$ cat src/rtl/tmr_irq_pkg.sv
`timescale 1ns/1ps
package tmr_irq_pkg;
    localparam int CFG_W     = 64;
    localparam int HALF_W    = CFG_W / 2;
    localparam int ROUTE_LSB = 9;
    localparam int ROUTE_W   = 5;
    localparam int ROUTE_MSB = ROUTE_LSB + ROUTE_W - 1;
    localparam int NUM_PINS  = 1 << ROUTE_W;

    // configuration bit positions
    localparam int B_LEVEL  = 1;
    localparam int B_IEN    = 2;
    localparam int B_PERCAP = 4;
    localparam int B_WIDE   = 5;
    localparam int B_M32    = 8;
    localparam int B_MSGEN  = 14;
    localparam int B_MSGCAP = 15;

    localparam logic [CFG_W-1:0] RO_BITS =
        {{HALF_W{1'b1}}, {HALF_W{1'b0}}}
        | (CFG_W'(1) << B_PERCAP) | (CFG_W'(1) << B_WIDE) | (CFG_W'(1) << B_MSGCAP);
    localparam logic [CFG_W-1:0] FORCE_ZERO = CFG_W'(1) << B_M32;

    function automatic logic [HALF_W-1:0] allowed_pins(input int pin_count);
        if (pin_count >= 32)      return 32'hFF00_0000;
        else if (pin_count >= 20) return 32'hF << (pin_count - 4);
        else                      return '0;
    endfunction

    typedef struct packed {
        logic [CFG_W-1:0]   cfg;
        logic               stat;
        logic               pulse;
        logic               asrt;
        logic               deas;
        logic [ROUTE_W-1:0] psel;
        logic [ROUTE_W-1:0] dsel;
        logic               mreq;
        logic [HALF_W-1:0]  maddr;
        logic [HALF_W-1:0]  mdata;
    } irq_state_t;
endpackage

$ cat src/rtl/tmr_irq_route_dec.sv
`timescale 1ns/1ps
module tmr_irq_route_dec
    import tmr_irq_pkg::*;
(
    input  logic [CFG_W-1:0]   cfg,
    output logic [ROUTE_W-1:0] pin,
    output logic               msg_on,
    output logic               ien,
    output logic               level
);
    always_comb begin
        msg_on = cfg[B_MSGCAP] & cfg[B_MSGEN];
        pin    = msg_on ? '0 : cfg[ROUTE_MSB:ROUTE_LSB];
        ien    = cfg[B_IEN];
        level  = cfg[B_LEVEL];
    end
endmodule

$ cat src/rtl/tmr_irq_cfg_upd.sv
`timescale 1ns/1ps
module tmr_irq_cfg_upd
    import tmr_irq_pkg::*;
(
    input  logic [CFG_W-1:0]   cur_cfg,
    input  logic               wr_en,
    input  logic [CFG_W-1:0]   wr_data,
    input  logic [CFG_W-1:0]   wr_mask,
    output logic [CFG_W-1:0]   nxt_cfg,
    output logic [ROUTE_W-1:0] cur_pin,
    output logic               drop_level
);
    logic [CFG_W-1:0]   merged;
    logic [CFG_W-1:0]   cand;
    logic [ROUTE_W-1:0] raw_route;
    logic [HALF_W-1:0]  allow;
    logic               changed;
    logic               c_msg, c_ien, c_lvl;
    logic [ROUTE_W-1:0] n_pin;
    logic               n_msg, n_ien, n_lvl;

    always_comb begin
        merged    = (cur_cfg & ~wr_mask) | (wr_data & wr_mask);
        merged    = (merged & ~(RO_BITS | FORCE_ZERO)) | (cur_cfg & RO_BITS);
        allow     = merged[CFG_W-1:HALF_W];
        raw_route = merged[ROUTE_MSB:ROUTE_LSB];
        cand      = merged;
        if (raw_route != '0 && !allow[raw_route])
            cand[ROUTE_MSB:ROUTE_LSB] = '0;
        changed   = wr_en && (cand != cur_cfg);
        nxt_cfg   = changed ? cand : cur_cfg;
    end

    tmr_irq_route_dec u_cur (.cfg(cur_cfg), .pin(cur_pin), .msg_on(c_msg), .ien(c_ien), .level(c_lvl));
    tmr_irq_route_dec u_nxt (.cfg(nxt_cfg), .pin(n_pin),   .msg_on(n_msg), .ien(n_ien), .level(n_lvl));

    // a held level can only exist under a level, enabled, pin-routed config
    always_comb begin
        drop_level = changed && c_ien && c_lvl && !c_msg &&
                     (!n_ien || n_msg || !n_lvl || (n_pin != cur_pin));
    end
endmodule

$ cat src/rtl/tmr_irq_deliver.sv
`timescale 1ns/1ps
module tmr_irq_deliver
    import tmr_irq_pkg::*;
(
    input  logic               fire,
    input  logic [CFG_W-1:0]   cfg,
    input  logic               stat_now,
    input  logic [CFG_W-1:0]   msg_route,
    output logic               pulse,
    output logic               asrt,
    output logic [ROUTE_W-1:0] psel,
    output logic               mreq,
    output logic [HALF_W-1:0]  maddr,
    output logic [HALF_W-1:0]  mdata
);
    logic [ROUTE_W-1:0] pin;
    logic               msg_on, ien, level, go;

    tmr_irq_route_dec u_dec (.cfg(cfg), .pin(pin), .msg_on(msg_on), .ien(ien), .level(level));

    always_comb begin
        pulse = 1'b0;
        asrt  = 1'b0;
        psel  = '0;
        mreq  = 1'b0;
        maddr = '0;
        mdata = '0;
        go    = fire && ien && !stat_now;
        if (go) begin
            if (msg_on) begin
                mreq  = 1'b1;
                maddr = msg_route[CFG_W-1:HALF_W];
                mdata = msg_route[HALF_W-1:0];
            end else if (pin != '0) begin
                psel  = pin;
                pulse = !level;
                asrt  = level;
            end
        end
    end
endmodule

$ cat src/rtl/tmr_irq_router.sv
`timescale 1ns/1ps
module tmr_irq_router
    import tmr_irq_pkg::*;
#(
    parameter int PIN_COUNT = 24
) (
    input  logic               clk,
    input  logic               rst_n,
    input  logic               fire_i,
    input  logic               cfg_wr_i,
    input  logic [63:0]        cfg_wdata_i,
    input  logic [63:0]        cfg_wmask_i,
    input  logic               stat_clr_i,
    input  logic [63:0]        msg_route_i,
    output logic [63:0]        cfg_o,
    output logic               stat_o,
    output logic [4:0]         pin_sel_o,
    output logic               pin_assert_o,
    output logic               pin_pulse_o,
    output logic [4:0]         drop_sel_o,
    output logic               pin_deassert_o,
    output logic               msg_req_o,
    output logic [31:0]        msg_addr_o,
    output logic [31:0]        msg_data_o
);
    localparam logic [HALF_W-1:0] ALLOW = allowed_pins(PIN_COUNT);
    localparam logic [CFG_W-1:0]  CFG_RST = {ALLOW, {HALF_W{1'b0}}}
        | (CFG_W'(1) << B_PERCAP) | (CFG_W'(1) << B_MSGCAP);

    irq_state_t         st_d, st_q;
    logic [CFG_W-1:0]   upd_cfg;
    logic [ROUTE_W-1:0] cur_pin;
    logic               drop_level;
    logic               stat_mid;
    logic               dv_pulse, dv_asrt, dv_mreq;
    logic [ROUTE_W-1:0] dv_psel;
    logic [HALF_W-1:0]  dv_addr, dv_data;

    tmr_irq_cfg_upd u_upd (
        .cur_cfg    (st_q.cfg),
        .wr_en      (cfg_wr_i),
        .wr_data    (cfg_wdata_i),
        .wr_mask    (cfg_wmask_i),
        .nxt_cfg    (upd_cfg),
        .cur_pin    (cur_pin),
        .drop_level (drop_level)
    );

    tmr_irq_deliver u_dlv (
        .fire      (fire_i),
        .cfg       (upd_cfg),
        .stat_now  (stat_mid),
        .msg_route (msg_route_i),
        .pulse     (dv_pulse),
        .asrt      (dv_asrt),
        .psel      (dv_psel),
        .mreq      (dv_mreq),
        .maddr     (dv_addr),
        .mdata     (dv_data)
    );

    always_comb begin
        st_d      = '0;
        st_d.cfg  = upd_cfg;
        stat_mid  = st_q.stat;
        if (st_q.stat && (drop_level || stat_clr_i)) begin
            stat_mid  = 1'b0;
            st_d.deas = 1'b1;
            st_d.dsel = cur_pin;
        end
        st_d.stat  = stat_mid | dv_asrt;
        st_d.pulse = dv_pulse;
        st_d.asrt  = dv_asrt;
        st_d.psel  = dv_psel;
        st_d.mreq  = dv_mreq;
        st_d.maddr = dv_addr;
        st_d.mdata = dv_data;
    end

    always_ff @(posedge clk or negedge rst_n) begin
        if (!rst_n) begin
            st_q     <= '0;
            st_q.cfg <= CFG_RST;
        end else begin
            st_q <= st_d;
        end
    end

    assign cfg_o          = st_q.cfg;
    assign stat_o         = st_q.stat;
    assign pin_sel_o      = st_q.psel;
    assign pin_assert_o   = st_q.asrt;
    assign pin_pulse_o    = st_q.pulse;
    assign drop_sel_o     = st_q.dsel;
    assign pin_deassert_o = st_q.deas;
    assign msg_req_o      = st_q.mreq;
    assign msg_addr_o     = st_q.maddr;
    assign msg_data_o     = st_q.mdata;
endmodule

$ cat config.mk
export PLATFORM = sky130hd
export DESIGN_NAME = tmr_irq_router
export DESIGN_NICKNAME = d
export VERILOG_FILES = /design/src/rtl/tmr_irq_pkg.sv /design/src/rtl/tmr_irq_route_dec.sv /design/src/rtl/tmr_irq_cfg_upd.sv /design/src/rtl/tmr_irq_deliver.sv /design/src/rtl/tmr_irq_router.sv
export SDC_FILE = /design/constraint.sdc
export NUM_CORES = 1
export LEC_CHECK = 0
export ABC_AREA = 1
export BUFFER_PORTS_ARGS = -buffer_cell sky130_fd_sc_hd__buf_2
export CAP_MARGIN = 20
export CORE_MARGIN = 4
export CORE_UTILIZATION = 30
export CTS_BUF_LIST = sky130_fd_sc_hd__clkbuf_8 sky130_fd_sc_hd__clkbuf_16
export DETAILED_ROUTE_END_ITERATION = 10
export PLACE_DENSITY = 0.62
export RECOVER_POWER = 25
export REMOVE_ABC_BUFFERS = 1
export SLEW_MARGIN = 20
export SYNTH_ARGS = -nofsm -noshare
export SYNTH_HDL_FRONTEND = slang
export SYNTH_SLANG_ARGS = --single-unit
export TNS_END_PERCENT = 1
$ cat constraint.sdc
create_clock -name clk -period 2.5 [get_ports clk]
set_input_delay 0 -clock clk [delete_from_list [all_inputs] [get_ports clk]]
set_output_delay 0 -clock clk [all_outputs]
set_load 0.005 [all_outputs]
==> summary.md <==
| Metric | Value |
|---|---|
| Status | `complete, but fails checks` |
| Failing checks | `capacitance limit, slew limit, setup timing` |
| Die Outline Area | `0.0190 sq mm` |
| Kind of launch point of the worst setup path | `register` |
| Share of synthesized registers carrying an async set or reset | `100%` |
| # IOs | `340` |
| Pre-CTS worst setup slack | `-134 ps` |
| Worst supply voltage drop on vdd | `0.293 mV` |
| Top area cells in the synthesized netlist | `dfrtp_1 (53%), nand2_1 (11%), nor2_1 (8.0%)` |
| Setup Total Neg Slack | `-422 ps` |
| Type of the worst setup path | `register to register` |
| Area growth from synthesis to layout | `57.1%` |
| Busiest grt layer | `met2` |
| Half-perimeter wire length after placement | `11.7 mm` |
| Final count of pins violating max slew | `30` |
| Worst slack on hold paths | `20.9 ps` |
| Summed area of non-filler cells in the final layout | `0.00796 sq mm` |
| Routability-driven placement congestion ratio | `0.782` |
| Inserted Clock Buffers | `9` |
| Initial standard-cell utilization of the core | `30.6%` |
| Drt via density | `4.38` |
| Instance area at placement | `0.00656 sq mm` |
| Total global-route track usage | `17.2%` |
| Cell type contributing the most total cell area after synthesis | `dfrtp_1` |
| Number of warnings printed during yosys synthesis | `0` |
| DRC Markers | `0` |
| Sum of routed wire length over all layers | `16.9 mm` |
| Nets@finish | `1,174` |
| Final critical-path setup slack | `-26.5 ps` |
| Total Power Consumption | `4.22 mW` |
| Clock tree from TritonCTS | `built` |
| Worst-case reg-to-reg path depth | `20` |
| Clock Tree Root | `clkbuf_16` |
| Clock tree sinks | `107` |
| Power per unit of standard cell area | `531 mW/mm^2` |
| Hold WC Path Type | `input pin to register` |
| Syn_area_per_cell | `8.16 sq um` |
| Grt met2 use | `29.1%` |
| Final non-filler cell total | `1,202` |
| Max Clk Rate | `0.396 GHz` |
| Mapped Cells | `621` |
| Synthesis-stage register bit count | `107` |
| Number of fill cells in the layout | `1,559` |
| Post-Synthesis Cell Area | `0.00507 sq mm` |
| Core Box Area | `0.0166 sq mm` |
| Diodes inserted | `0` |
| Type of destination of the critical path | `register` |
| Core utilization of the finished layout | `48.0%` |
| Standard-cell rows | `47` |
| Depth of the worst hold-timing path | `5` |
| Global routing usage on met1 | `20.6%` |
| Setup skew after layout | `9.80 ps` |
| Leak pwr | `4.45 nW` |
| PortBufs | `231` |
| Distinct cell type count of the synthesized netlist | `27` |
| Pin count of the biggest net entering global routing | `50` |
| Actual slew at the worst max-slew pin | `1580 ps` |
| Global route overflow | `0` |
| First-pass GRT wire length | `25.5 mm` |
| Post-layout minimum cycle time | `2530 ps` |
| Setup repair after global routing missed its margin | `yes` |
| DIE WIDTH | `138 um` |
| Portion of synthesized cell area occupied by the leading cell type | `52.8%` |
| Worst-path maximum fanout | `11` |
| Iteration-0 DRC Markers | `241` |
| Clock-pin slew reported for the worst setup and hold paths after clock tree synthesis | `80 ps` |
| Die extent in y | `138 um` |
| Via count of the first global-routing pass | `5,232` |
| Final setup vio count | `32` |
| Relative slew slack | `-5.25%` |
| Insertion delay of the later-clocked pin in the worst-skew pair | `350 ps` |
| Share of synthesized area occupied by flip-flops and latches | `52.8%` |
| DR pass1 iterations | `5` |
| Final hold vios | `0` |
| CP arrival | `2770 ps` |
| Number of H-tree branching levels | `3` |
| Layout cells sized above 1 | `31.8%` |
| Final worst path period share | `101%` |
| Met3 routing resource usage after global routing | `5.37%` |
| Remaining number of nets flagged by the antenna check after routing | `0` |
| Post-synth EDFFs | `0` |
| Most instantiated flip-flop cell in the synthesis netlist | `dfrtp_1` |
| Required time worst endpoint | `2750 ps` |
| Number of antenna violations at the first check in global routing | `0` |
| Max clock buf depth | `2` |
| Routed wirelength normalized by instance count | `14.1 um` |
| DR vias | `5,259` |
| Post-Place Cells | `1,087` |
| Reported max-cap violation count | `1` |
final cells by class:
| type | instances | area (sq um) | share of cell area, % |
|---|---|---|---|
| Multi-Input combinational cell | 420 | 1920 | 24.1 |
| Inverter | 69 | 259 | 3.25 |
| Clock buffer | 9 | 225 | 2.83 |
| Tap cell | 220 | 275 | 3.46 |
| Clock inverter | 7 | 63.8 | 0.802 |
| Sequential cell | 107 | 2680 | 33.7 |
| Timing Repair Buffer | 370 | 2540 | 31.9 |
flip-flops by register name (all words and copies together) (netlist names):
name,cells
pin_sel_o,5
pin_assert_o,1
pin_deassert_o,1
pin_pulse_o,1
drop_sel_o,5
msg_addr_o,32
stat_o,1
msg_req_o,1
cfg_o,28
msg_data_o,32
Yosys cell counts (3+ instances only):
library cell / count
buf_4: 48
clkbuf_1: 10
dfrtp_1: 107
inv_1: 67
nand2_1: 149
nand2_2: 3
nand3_1: 47
nand3_2: 3
nand3b_1: 4
nand4_1: 6
nor2_1: 108
o2111ai_1: 4
o211ai_1: 17
o21ai_0: 32
path summary, 6_finish.rpt:
path	from	to	slack [ps]
worst max-delay path	cfg_o[23]	msg_data_o[15]	-30
worst min-delay path	cfg_wdata_i[29]	cfg_o[29]	20
worst max register to register	cfg_o[23]	msg_data_o[15]	-30
worst min register to register	cfg_o[19]	cfg_o[19]	590
max in group asynchronous	rst_n	msg_addr_o[1]	350
min in group asynchronous	rst_n	pin_deassert_o	580
critical path, cell delays in order (launching register included):
cell and delay (ps):
dfrtp_1 400, inv_1 70, nand3_1 60, nand2_1 60, nor2_2 110, nand2_1 50
nor2_1 100, nand3_1 110, nor2_2 130, nand3_2 130, nand2_4 160, o21ai_2 80
nor2_2 110, nand2_1 70, nor2_1 100, nand3_1 80, nand2_2 100, nand3_4 100
nand2_8 150, clkbuf_16 190, nor2_1 50
layout by cell type (no fill, tap or decap), drive strengths merged:
cell	n
buf	271
conb	36
nand2	153
mux2i	1
o211ai	17
o2111ai	4
clkinv	4
dfrtp	107
xor2	1
nor2	110
a21oi	1
nor4	1
nand4	6
nand3	50
a31oi	1
clkbuf	13
inv	72
dlygate4sd3	95
o21a	1
nand3b	4
o21ai	34
where the power goes:
group	total, mW	switching [mW]	internal (mW)
logic	0.960	0.505	0.455
clock network	1.38	0.690	0.695
registers	1.88	0.0575	1.82
total	4.22	1.25	2.97
what timing repair did:
action / in CTS / in global routing
buffers inserted: 0 / 1
resized for setup: 14 / 11
pin swaps: 1 / 2
setup endpoints to repair: 73 / 79
hold buffers: 95 / 0
cloned: 1 / 2
hold endpoints to repair: 161 / 0
cell families (layout without fill, tap and decap cells):
kind of cell	count (synthesis)	in the layout	share of synthesized area [%]
AOI/OAI and AO/OA	58	58	7.01
xor gates and xnor gates	1	1	0.173
buffers and inverters	128	455	13.1
DFF	107	107	52.8
muxes	1	1	0.198
other	2	36	0.148
and+or+nand+nor	324	324	26.6
routing by layer:
| metal | vias to the layer above | wire length [um] |
|---|---|---|
| li1 | 2582 | - |
| met1 | 2427 | 6920 |
| met2 | 226 | 8080 |
| met3 | 24 | 1540 |
| met4 | 0 | 354 |
| met5 | - | 0 |
Power figures use the tool's default switching activity.
